**config.mk**
```make
export PLATFORM = sky130hd
export DESIGN_NAME = gpio_grp_port
export DESIGN_NICKNAME = d
export VERILOG_FILES = /design/src/rtl/gpio_grp_pkg.sv /design/src/rtl/gpio_sync.sv /design/src/rtl/gpio_pin_bank.sv /design/src/rtl/gpio_irq_grp.sv /design/src/rtl/gpio_grp_port.sv
export SDC_FILE = /design/constraint.sdc
export NUM_CORES = 1
export LEC_CHECK = 0
export ABC_CLOCK_PERIOD_IN_PS = 1500
export BUFFER_PORTS_ARGS = -buffer_cell sky130_fd_sc_hd__buf_2
export CORE_MARGIN = 5
export CORE_UTILIZATION = 45
export CTS_BUF_LIST = sky130_fd_sc_hd__clkbuf_4 sky130_fd_sc_hd__clkbuf_8
export DETAILED_ROUTE_END_ITERATION = 6
export MAX_ROUTING_LAYER = met4
export PLACE_DENSITY = 0.65
export SYNTH_ARGS = -nofsm -noshare
export SYNTH_HDL_FRONTEND = slang
export SYNTH_HIERARCHICAL = 1
export SYNTH_SLANG_ARGS = --single-unit
```
**constraint.sdc**
```tcl
create_clock -name clk -period 1.5 [get_ports clk]
set_input_delay 0.3 -clock clk [delete_from_list [all_inputs] [get_ports clk]]
set_output_delay 0.3 -clock clk [all_outputs]
set_load 0.01 [all_outputs]
```
**src/rtl/gpio_grp_pkg.sv**
```systemverilog
package gpio_grp_pkg;
  typedef enum logic [3:0] {
    RA_DIR    = 4'h0,
    RA_VAL    = 4'h1,
    RA_SET    = 4'h2,
    RA_CLR    = 4'h3,
    RA_POL    = 4'h4,
    RA_CAUSE  = 4'h5,
    RA_MASK_A = 4'h6,
    RA_MASK_B = 4'h7,
    RA_CTRL   = 4'h8
  } reg_addr_e;

  localparam int          REG_W      = 32;
  localparam int          MODE_BIT   = 10;
  localparam logic [31:0] CTRL_FIXED = 32'h11FF_0000;
endpackage

```
**src/rtl/gpio_sync.sv**
```systemverilog
module gpio_sync #(
  parameter int W = 32
) (
  input  logic         clk,
  input  logic         rst_n,
  input  logic [W-1:0] d,
  output logic [W-1:0] q
);
  logic [W-1:0] stage1;

  always_ff @(posedge clk or negedge rst_n) begin
    if (!rst_n) begin
      stage1 <= '0;
      q      <= '0;
    end else begin
      stage1 <= d;
      q      <= stage1;
    end
  end
endmodule

```
**src/rtl/gpio_pin_bank.sv**
```systemverilog
module gpio_pin_bank #(
  parameter int N = 32
) (
  input  logic         clk,
  input  logic         rst_n,
  input  logic         wr_dir,
  input  logic         wr_val,
  input  logic         wr_set,
  input  logic         wr_clr,
  input  logic         wr_pol,
  input  logic [N-1:0] wdata,
  input  logic [N-1:0] in_sync,
  output logic [N-1:0] dir_q,
  output logic [N-1:0] pol_q,
  output logic [N-1:0] value_q,
  output logic [N-1:0] rise
);
  logic [N-1:0] adj;
  logic [N-1:0] out_nxt;
  logic [N-1:0] value_d;

  // polarity-adjusted input, compared against the stored value
  assign adj  = in_sync ^ pol_q;
  assign rise = ~dir_q & adj & ~value_q;

  always_comb begin
    out_nxt = value_q;
    if (wr_val)      out_nxt = wdata;
    else if (wr_set) out_nxt = value_q | wdata;
    else if (wr_clr) out_nxt = value_q & ~wdata;
  end

  // outputs take written data, inputs follow the pins
  assign value_d = (out_nxt & dir_q) | (adj & ~dir_q);

  always_ff @(posedge clk or negedge rst_n) begin
    if (!rst_n) begin
      dir_q   <= '0;
      pol_q   <= '0;
      value_q <= '0;
    end else begin
      if (wr_dir) dir_q <= wdata;
      if (wr_pol) pol_q <= wdata;
      value_q <= value_d;
    end
  end
endmodule

```
**src/rtl/gpio_irq_grp.sv**
```systemverilog
module gpio_irq_grp #(
  parameter  int N     = 32,
  parameter  int GRP_W = 8,
  localparam int N_GRP = N / GRP_W
) (
  input  logic             clk,
  input  logic             rst_n,
  input  logic             wr_cause,
  input  logic             wr_mask,
  input  logic             wr_mode,
  input  logic [N-1:0]     wdata,
  input  logic             mode_in,
  input  logic [N-1:0]     rise,
  input  logic [N-1:0]     in_lvl,
  output logic [N-1:0]     cause_q,
  output logic [N-1:0]     mask_q,
  output logic             mode_q,
  output logic [N_GRP-1:0] grp_irq
);
  always_ff @(posedge clk or negedge rst_n) begin
    if (!rst_n) begin
      cause_q <= '0;
      mask_q  <= '0;
      mode_q  <= 1'b0;
    end else begin
      cause_q <= (wr_cause ? wdata : cause_q) | rise;
      if (wr_mask) mask_q <= wdata;
      if (wr_mode) mode_q <= mode_in;
    end
  end

  for (genvar g = 0; g < N_GRP; g++) begin : g_grp
    logic hit;
    logic edge_clr;
    logic lvl_clr;

    assign hit      = |(rise[g*GRP_W +: GRP_W] & mask_q[g*GRP_W +: GRP_W]);
    assign edge_clr = ~mode_q & wr_cause
                    & (cause_q[g*GRP_W +: GRP_W] != wdata[g*GRP_W +: GRP_W])
                    & ~|wdata[g*GRP_W +: GRP_W];
    assign lvl_clr  = mode_q & ~|in_lvl[g*GRP_W +: GRP_W];

    always_ff @(posedge clk or negedge rst_n) begin
      if (!rst_n)                    grp_irq[g] <= 1'b0;
      else if (hit)                  grp_irq[g] <= 1'b1;
      else if (edge_clr || lvl_clr)  grp_irq[g] <= 1'b0;
    end
  end
endmodule

```
**src/rtl/gpio_grp_port.sv**
```systemverilog
module gpio_grp_port
  import gpio_grp_pkg::*;
#(
  parameter  int N_PINS = 32,
  parameter  int GRP_W  = 8,
  localparam int N_GRP  = N_PINS / GRP_W
) (
  input  logic              clk,
  input  logic              rst_n,
  input  logic              reg_wr,
  input  logic [3:0]        reg_addr,
  input  logic [REG_W-1:0]  reg_wdata,
  output logic [REG_W-1:0]  reg_rdata,
  input  logic [N_PINS-1:0] pin_in,
  output logic [N_PINS-1:0] pin_out,
  output logic [N_PINS-1:0] pin_oe,
  output logic [N_GRP-1:0]  grp_irq
);
  logic [N_PINS-1:0] in_sync, dir_q, pol_q, value_q, rise;
  logic [N_PINS-1:0] cause_q, mask_q, wd;
  logic              mode_q;
  logic              wr_dir, wr_val, wr_set, wr_clr, wr_pol;
  logic              wr_cause, wr_mask, wr_ctrl;

  assign wd       = reg_wdata[N_PINS-1:0];
  assign wr_dir   = reg_wr && (reg_addr == RA_DIR);
  assign wr_val   = reg_wr && (reg_addr == RA_VAL);
  assign wr_set   = reg_wr && (reg_addr == RA_SET);
  assign wr_clr   = reg_wr && (reg_addr == RA_CLR);
  assign wr_pol   = reg_wr && (reg_addr == RA_POL);
  assign wr_cause = reg_wr && (reg_addr == RA_CAUSE);
  assign wr_mask  = reg_wr && ((reg_addr == RA_MASK_A) || (reg_addr == RA_MASK_B));
  assign wr_ctrl  = reg_wr && (reg_addr == RA_CTRL);

  gpio_sync #(.W(N_PINS)) u_sync (
    .clk(clk), .rst_n(rst_n), .d(pin_in), .q(in_sync)
  );

  gpio_pin_bank #(.N(N_PINS)) u_bank (
    .clk(clk), .rst_n(rst_n),
    .wr_dir(wr_dir), .wr_val(wr_val), .wr_set(wr_set), .wr_clr(wr_clr),
    .wr_pol(wr_pol), .wdata(wd), .in_sync(in_sync),
    .dir_q(dir_q), .pol_q(pol_q), .value_q(value_q), .rise(rise)
  );

  gpio_irq_grp #(.N(N_PINS), .GRP_W(GRP_W)) u_irq (
    .clk(clk), .rst_n(rst_n),
    .wr_cause(wr_cause), .wr_mask(wr_mask), .wr_mode(wr_ctrl),
    .wdata(wd), .mode_in(reg_wdata[MODE_BIT]),
    .rise(rise), .in_lvl(value_q & ~dir_q),
    .cause_q(cause_q), .mask_q(mask_q), .mode_q(mode_q), .grp_irq(grp_irq)
  );

  assign pin_oe  = dir_q;
  assign pin_out = value_q & dir_q;

  always_comb begin
    reg_rdata = '0;
    case (reg_addr)
      RA_DIR:               reg_rdata = REG_W'(dir_q);
      RA_VAL:               reg_rdata = REG_W'(value_q);
      RA_POL:               reg_rdata = REG_W'(pol_q);
      RA_CAUSE:             reg_rdata = REG_W'(cause_q);
      RA_MASK_A, RA_MASK_B: reg_rdata = REG_W'(mask_q);
      RA_CTRL:              reg_rdata = CTRL_FIXED | (REG_W'(mode_q) << MODE_BIT);
      default:              reg_rdata = '0;
    endcase
  end
endmodule

```
## Yosys cells after proc, flatten, opt, wreduce, memory -nomap -nowiden

Index checks and enable logic that the tools add are counted.

- Flip-flop bits (word level): 229
- Word-level logic and storage cells: 107

- Eq/ne operators: 12
- Mux-type cells: 13
- Bitwise gates (word level): 31
- Reduce and logical (&&, ||, !) cells: 39

Operator list:

| kind | number |
|---|---|
| $and 32x32->32 | 6 |
| $pmux 32 s6 | 1 |
| $mux 32 | 4 |
| $not 32->32 | 3 |
| $or 32x32->32 | 3 |
| $reduce_or 8->1 | 12 |
| $and 8x8->8 | 4 |
| $ne 8x8->1 | 4 |
| $xor 32x32->32 | 1 |
| $eq 4x3->1 const B | 4 |
| $and 1x1->1 | 13 |
| $eq 4x2->1 const B | 2 |
| $logic_and 1x1->1 | 8 |
| $logic_not 1->1 | 8 |
| $mux 1 | 8 |
| $reduce_bool 2->1 | 4 |
| $logic_or 1x1->1 | 5 |
| $eq 4x1->1 const B | 1 |
| $eq 4x4->1 const B | 1 |
| $logic_not 4->1 | 1 |
| $reduce_or 2->1 | 1 |
| $not 1->1 | 1 |

## Logic depth before layout (Yosys ltp)

- Depth in word-level cells: 8
- Depth in mapped cells: 11
- Gate-level depth less buffers: 6

## Cells and area by module

The synthesis kept the hierarchy.

By module, submodules not included:

| module | times used | cells an instance | area each (µm²) |
|---|---|---|---|
| gpio_pin_bank | 1 | 345 | 4406.7 |
| gpio_irq_grp | 1 | 270 | 3385.7 |
| gpio_grp_port | 1 | 256 | 1889.3 |
| gpio_sync | 1 | 64 | 1601.5 |

## Worst setup path after synthesis

Ideal clock, no wire load.

- Path kind: input -> register
- From: in reg_addr[0]
- To: reg (tool-made name)
- Data arrival time: 1.916 ns
- Data required time: 1.373 ns
- Setup slack: -0.542 ns
- Stages: 11
- Path buffers: 5
- Path through: buf_6 -> buf_2 -> buf_4 -> inv_1 -> nor2_1 -> and3_1 -> or2_1 -> buf_2 -> buf_6 -> a221oi_2 -> a21oi_1

RTL lines:

| item | line | text |
|---|---|---|
| start: declaration | gpio_grp_port.sv:11 | `input logic [3:0] reg_addr,` |

## Worst setup path in the final report

- From: reg u_bank.pol_q[14]
- To: out reg_rdata[14]

- Cells in the longest elaborated chain, start to end: 1

Ends and longest elaborated chain:

| item | line | text |
|---|---|---|
| start: declaration | gpio_pin_bank.sv:14 | `output logic [N-1:0] pol_q,` |
| start signal: assignment | gpio_pin_bank.sv:43 | `if (wr_pol) pol_q <= wdata;` |
| $pmux 32 s6 | gpio_grp_port.sv:59 | `case (reg_addr)` |
| end: declaration | gpio_grp_port.sv:13 | `output logic [REG_W-1:0] reg_rdata,` |

No other way between the ends.

==> run summary <==
The CTS buffer count is 42. The combined area of all synthesized cells is 11300 um2. In this run the most critical hold path is launched from reg_wdata[29]. The number of H-tree levels is 2.

Entering global routing, the biggest net connects 46 pins. The setup path with the least slack is of type reg2out. The area growth from synthesis to layout is 49.4%.

Tracing the worst setup path back leads to its startpoint at u_bank/pol_q[14]. Summed over all failing endpoints, the final setup total negative slack is -18.09 ns. The tightest slew margin relative to the limit is 0.330. The violation count after the first detailed-route iteration came out at 600.

The worst reg-to-reg path cell count came out at 7. The post-layout instance count excluding filler cells is 1747. For this run, asynchronously set or reset flops after synthesis account for 1.00. The first-pass iteration count of the detailed router is 5. CTS placed an instance of sky130_fd_sc_hd__clkbuf_8 at the clock tree root.

The cell depth of the worst min-delay path is 3. The quantity of I/O buffers inserted on ports is 170. Counting instances in the post-synthesis netlist gives the leading cell types as sky130_fd_sc_hd__dfrtp_1, sky130_fd_sc_hd__mux2i_1, sky130_fd_sc_hd__nor2b_1. The via count of the first global-routing pass is 9721. The gate count after technology mapping is 935. The maximum resistive drop on vdd came out at 0.897 mV. The initial standard-cell utilization of the core came out at 0.452. The final setup slack of the worst path came out at -0.582 ns. The routed wire length per instance is 20.4 um. The slew of the pin with the lowest slew margin is 1.00 ns.

The number of flops mapped to enable cells by yosys came out at 0. The internal power summed over all cells is 16.9 mW. The tree built by TritonCTS fans out to 229 sinks. The most used flip-flop cell after synthesis is sky130_fd_sc_hd__dfrtp_1.

Global routing finished with a remaining overflow of 0. The layout has 1873 filler cells. The post-route clock skew came out at 0.0254 ns. The clock transition at the registers of the reported paths is 0.05 ns.

The total routed wirelength came out at 35600 um. Once detail routing completed, the nets flagged for antenna violations numbered 0. Summed over all instances, the cell type with the most area after synthesis is sky130_fd_sc_hd__dfrtp_1. The static leakage came out at 7.57 nW.

Of the total power, the share spent switching nets is 0.313. The Yosys step of the flow raised 6 warnings. The most common cell in the synthesized netlist is sky130_fd_sc_hd__dfrtp_1. The top cell type's share of synthesized area is 0.508. STA classifies the critical path startpoint as a register.

The worst setup slack before clock tree synthesis is -0.476 ns. The layout net count came out at 1453. The post-synthesis area per instance came out at 12.1 um2. The reg2reg setup slack is -0.10 ns. The maximum achievable frequency came out at 480 MHz.

Data on the critical path arrives at its endpoint at 1.78 ns. The via density per instance is 5.48. The minimum period implied by the final worst setup slack is 2.08 ns.

Traced cell by cell, the critical path runs through mux4_2 -> a32o_1 -> buf_2. The post-route clock period utilization came out at 1.39. The first-pass GRT wire length came out at 54900 um. The sequential share of the synthesized area is 0.508.

Synthesis produced a netlist with a net count of 1006. The total area of multi-input combinational cells is 5710 um2. The sequential standard cell area is 5750 um2. The min-delay analysis places its worst path in the category in2reg.

Of the cells placed in the final design, the portion with a size suffix greater than 1 is 0.465. By area the synthesized netlist is led by sky130_fd_sc_hd__dfrtp_1, sky130_fd_sc_hd__mux2_1, sky130_fd_sc_hd__mux2i_1. The worst register-to-register path ends at u_irq/grp_irq[1].

The via count came out at 9573. At the worst endpoint, the required time is 1.20 ns. The final count of hold timing violations is 0. The combinational cell fraction of total power came out at 0.396. The region available for standard cell placement spans 25000 um2. The total of endpoints with negative setup slack in the final report came out at 86. The max-slew violation count is 0. Of the total power, the clock network draws 0.253. For hold timing, the worst endpoint is u_bank/dir_q[29]. The clock network latency to the later pin of the worst-skew pair is 0.54 ns. Including well taps, the total number of placed cells is 1507.

No sink is reached through more buffers than the 3 on the longest clock path. The placed wire-length estimate is 22900 um. The switching power is 7.70 mW. 171 I/O pins were placed. At the end of routability-driven placement, the weighted congestion stood at 0.890. STA classifies the critical path endpoint as an output port. The run finished, with violations left. The die outline area is 28300 um2. The number of antenna violations at the first check in global routing is 4.

The slowest stage of the critical path is the sky130_fd_sc_hd__mux4_2 cell. In the global route stage, overall resource usage came out at 0.249. TritonCTS built the clock tree. In the routed design, unresolved DRC markers number 0. Setup repair after global routing could not meet its margin everywhere.

The synthesized flop and latch total came out at 229. In this run, distinct cell masters in the synthesized netlist total 49. The worst register-to-register path begins at u_bank/pol_q[13].

The highest cell delay on the worst timing path came out at 0.48 ns. The share of total power dissipated in sequential elements is 0.351. The number of placement rows is 58. The checks that failed: negative setup slack. The power density of the placed cells came out at 1460 nW/um2.

The worst hold slack is 0.0889 ns. The height of the chip came out at 168 um. The die outline width came out at 168 um.

Along the worst path, the maximum fanout reaches 2. Max-cap violations in this run came to 0.
==> worst max path at each step <==
| stage | end | depth (start not counted) | slack (ns) |
|---|---|---|---|
| after global routing | reg_rdata[31] | 3 | -0.64 |
| final | reg_rdata[14] | 3 | -0.58 |
| after CTS | reg_rdata[14] | 3 | -0.62 |
| after detailed placement | reg_rdata[14] | 4 | -0.48 |
| after floorplan | register | 11 | -0.28 |
| after global placement | reg_rdata[11] | 4 | -0.47 |
==> power by group through the flow <==
stage	registers, mW	clock network [mW]	logic [mW]
3_3_place_gp	8.76	0	6.19
4_1_cts	8.54	6.34	8.47
5_1_grt	8.76	6.64	10.4
2_1_floorplan	8.72	0	3.59
6_report	8.62	6.23	9.74
3_5_place_dp	8.77	0	6.29
==> repair_timing <==
| item | in CTS | in global routing |
|---|---|---|
| setup buffers | 83 | 65 |
| pin swaps | 48 | 30 |
| hold buffers | 33 | 0 |
| hold endpoints to repair | 150 | 0 |
| resized for setup | 160 | 107 |
| endpoints found under the setup margin | 93 | 98 |
==> layout make-up <==
| class | count | area share |
|---|---|---|
| antenna | 4 | 0.000594 |
| timing repair buffer | 457 | 0.240 |
| multi-input combinational | 638 | 0.339 |
| clock inverter | 7 | 0.00371 |
| sequential | 229 | 0.341 |
| clock buffer | 68 | 0.0485 |
| inverter | 14 | 0.00341 |
| tap | 330 | 0.0245 |
==> metrics by stage <==
step,instance area (um2),total power [mW],utilization
6_report,16900,24.6,0.675
5_1_grt,16900,25.8,0.675
4_1_cts,16000,23.4,0.643
3_5_place_dp,13600,15.1,0.543
3_3_place_gp,13600,14.9,0.543
2_1_floorplan,11600,12.3,-
==> critical path: cells and delay by family (launching register included) <==
kind | cells | cell delay, ns
compound gates | 1 | 0.23
flops | 1 | 0.40
mux | 1 | 0.48
buf+inv | 1 | 0.15
==> cells in the final DEF, fill, tap and decap left out, types with 5 or more instances in the layout <==
master	n
sky130_fd_sc_hd__o22ai_2	13
sky130_fd_sc_hd__nor3_2	7
sky130_fd_sc_hd__a32o_2	5
sky130_fd_sc_hd__a221oi_2	6
sky130_fd_sc_hd__dfrtp_2	12
sky130_fd_sc_hd__xnor2_4	7
sky130_fd_sc_hd__clkbuf_8	49
sky130_fd_sc_hd__nor3_1	26
sky130_fd_sc_hd__nand2_1	31
sky130_fd_sc_hd__nand3_1	7
sky130_fd_sc_hd__nor2_1	21
sky130_fd_sc_hd__clkbuf_4	19
sky130_fd_sc_hd__mux4_2	7
sky130_fd_sc_hd__mux2i_1	61
sky130_fd_sc_hd__xnor2_1	54
sky130_fd_sc_hd__and2_4	30
sky130_fd_sc_hd__a22oi_1	10
sky130_fd_sc_hd__nor4_1	11
sky130_fd_sc_hd__buf_12	21
sky130_fd_sc_hd__and3_1	5
sky130_fd_sc_hd__mux2_1	64
sky130_fd_sc_hd__mux2_2	32
sky130_fd_sc_hd__nor2b_1	65
sky130_fd_sc_hd__buf_4	158
sky130_fd_sc_hd__dfrtp_1	217
sky130_fd_sc_hd__a21o_1	13
sky130_fd_sc_hd__inv_1	12
sky130_fd_sc_hd__dlygate4sd3_1	33
sky130_fd_sc_hd__a32oi_1	29
sky130_fd_sc_hd__mux2i_2	5
sky130_fd_sc_hd__nand4_1	12
sky130_fd_sc_hd__clkinv_2	5
sky130_fd_sc_hd__a211o_1	36
sky130_fd_sc_hd__buf_2	105
sky130_fd_sc_hd__buf_6	139
==> metal layers <==
| layer | global-route usage | part of all wire | wire length, um |
|---|---|---|---|
| met1 | 0.340 | 0.44 | 15700 |
| met3 | 0.0392 | 0.053 | 1890 |
| met2 | 0.399 | 0.49 | 17500 |
| met5 | - | 0 | 0 |
| met4 | 0.0526 | 0.014 | 504 |
==> kinds of logic after synthesis <==
family | count (synthesis) | share of synthesized area
buf+inv | 68 | 0.0323
simple gates | 242 | 0.119
flops | 229 | 0.508
mux | 170 | 0.172
compound gates | 162 | 0.120
xor+xnor | 64 | 0.0497
Power figures use the tool's default switching activity.
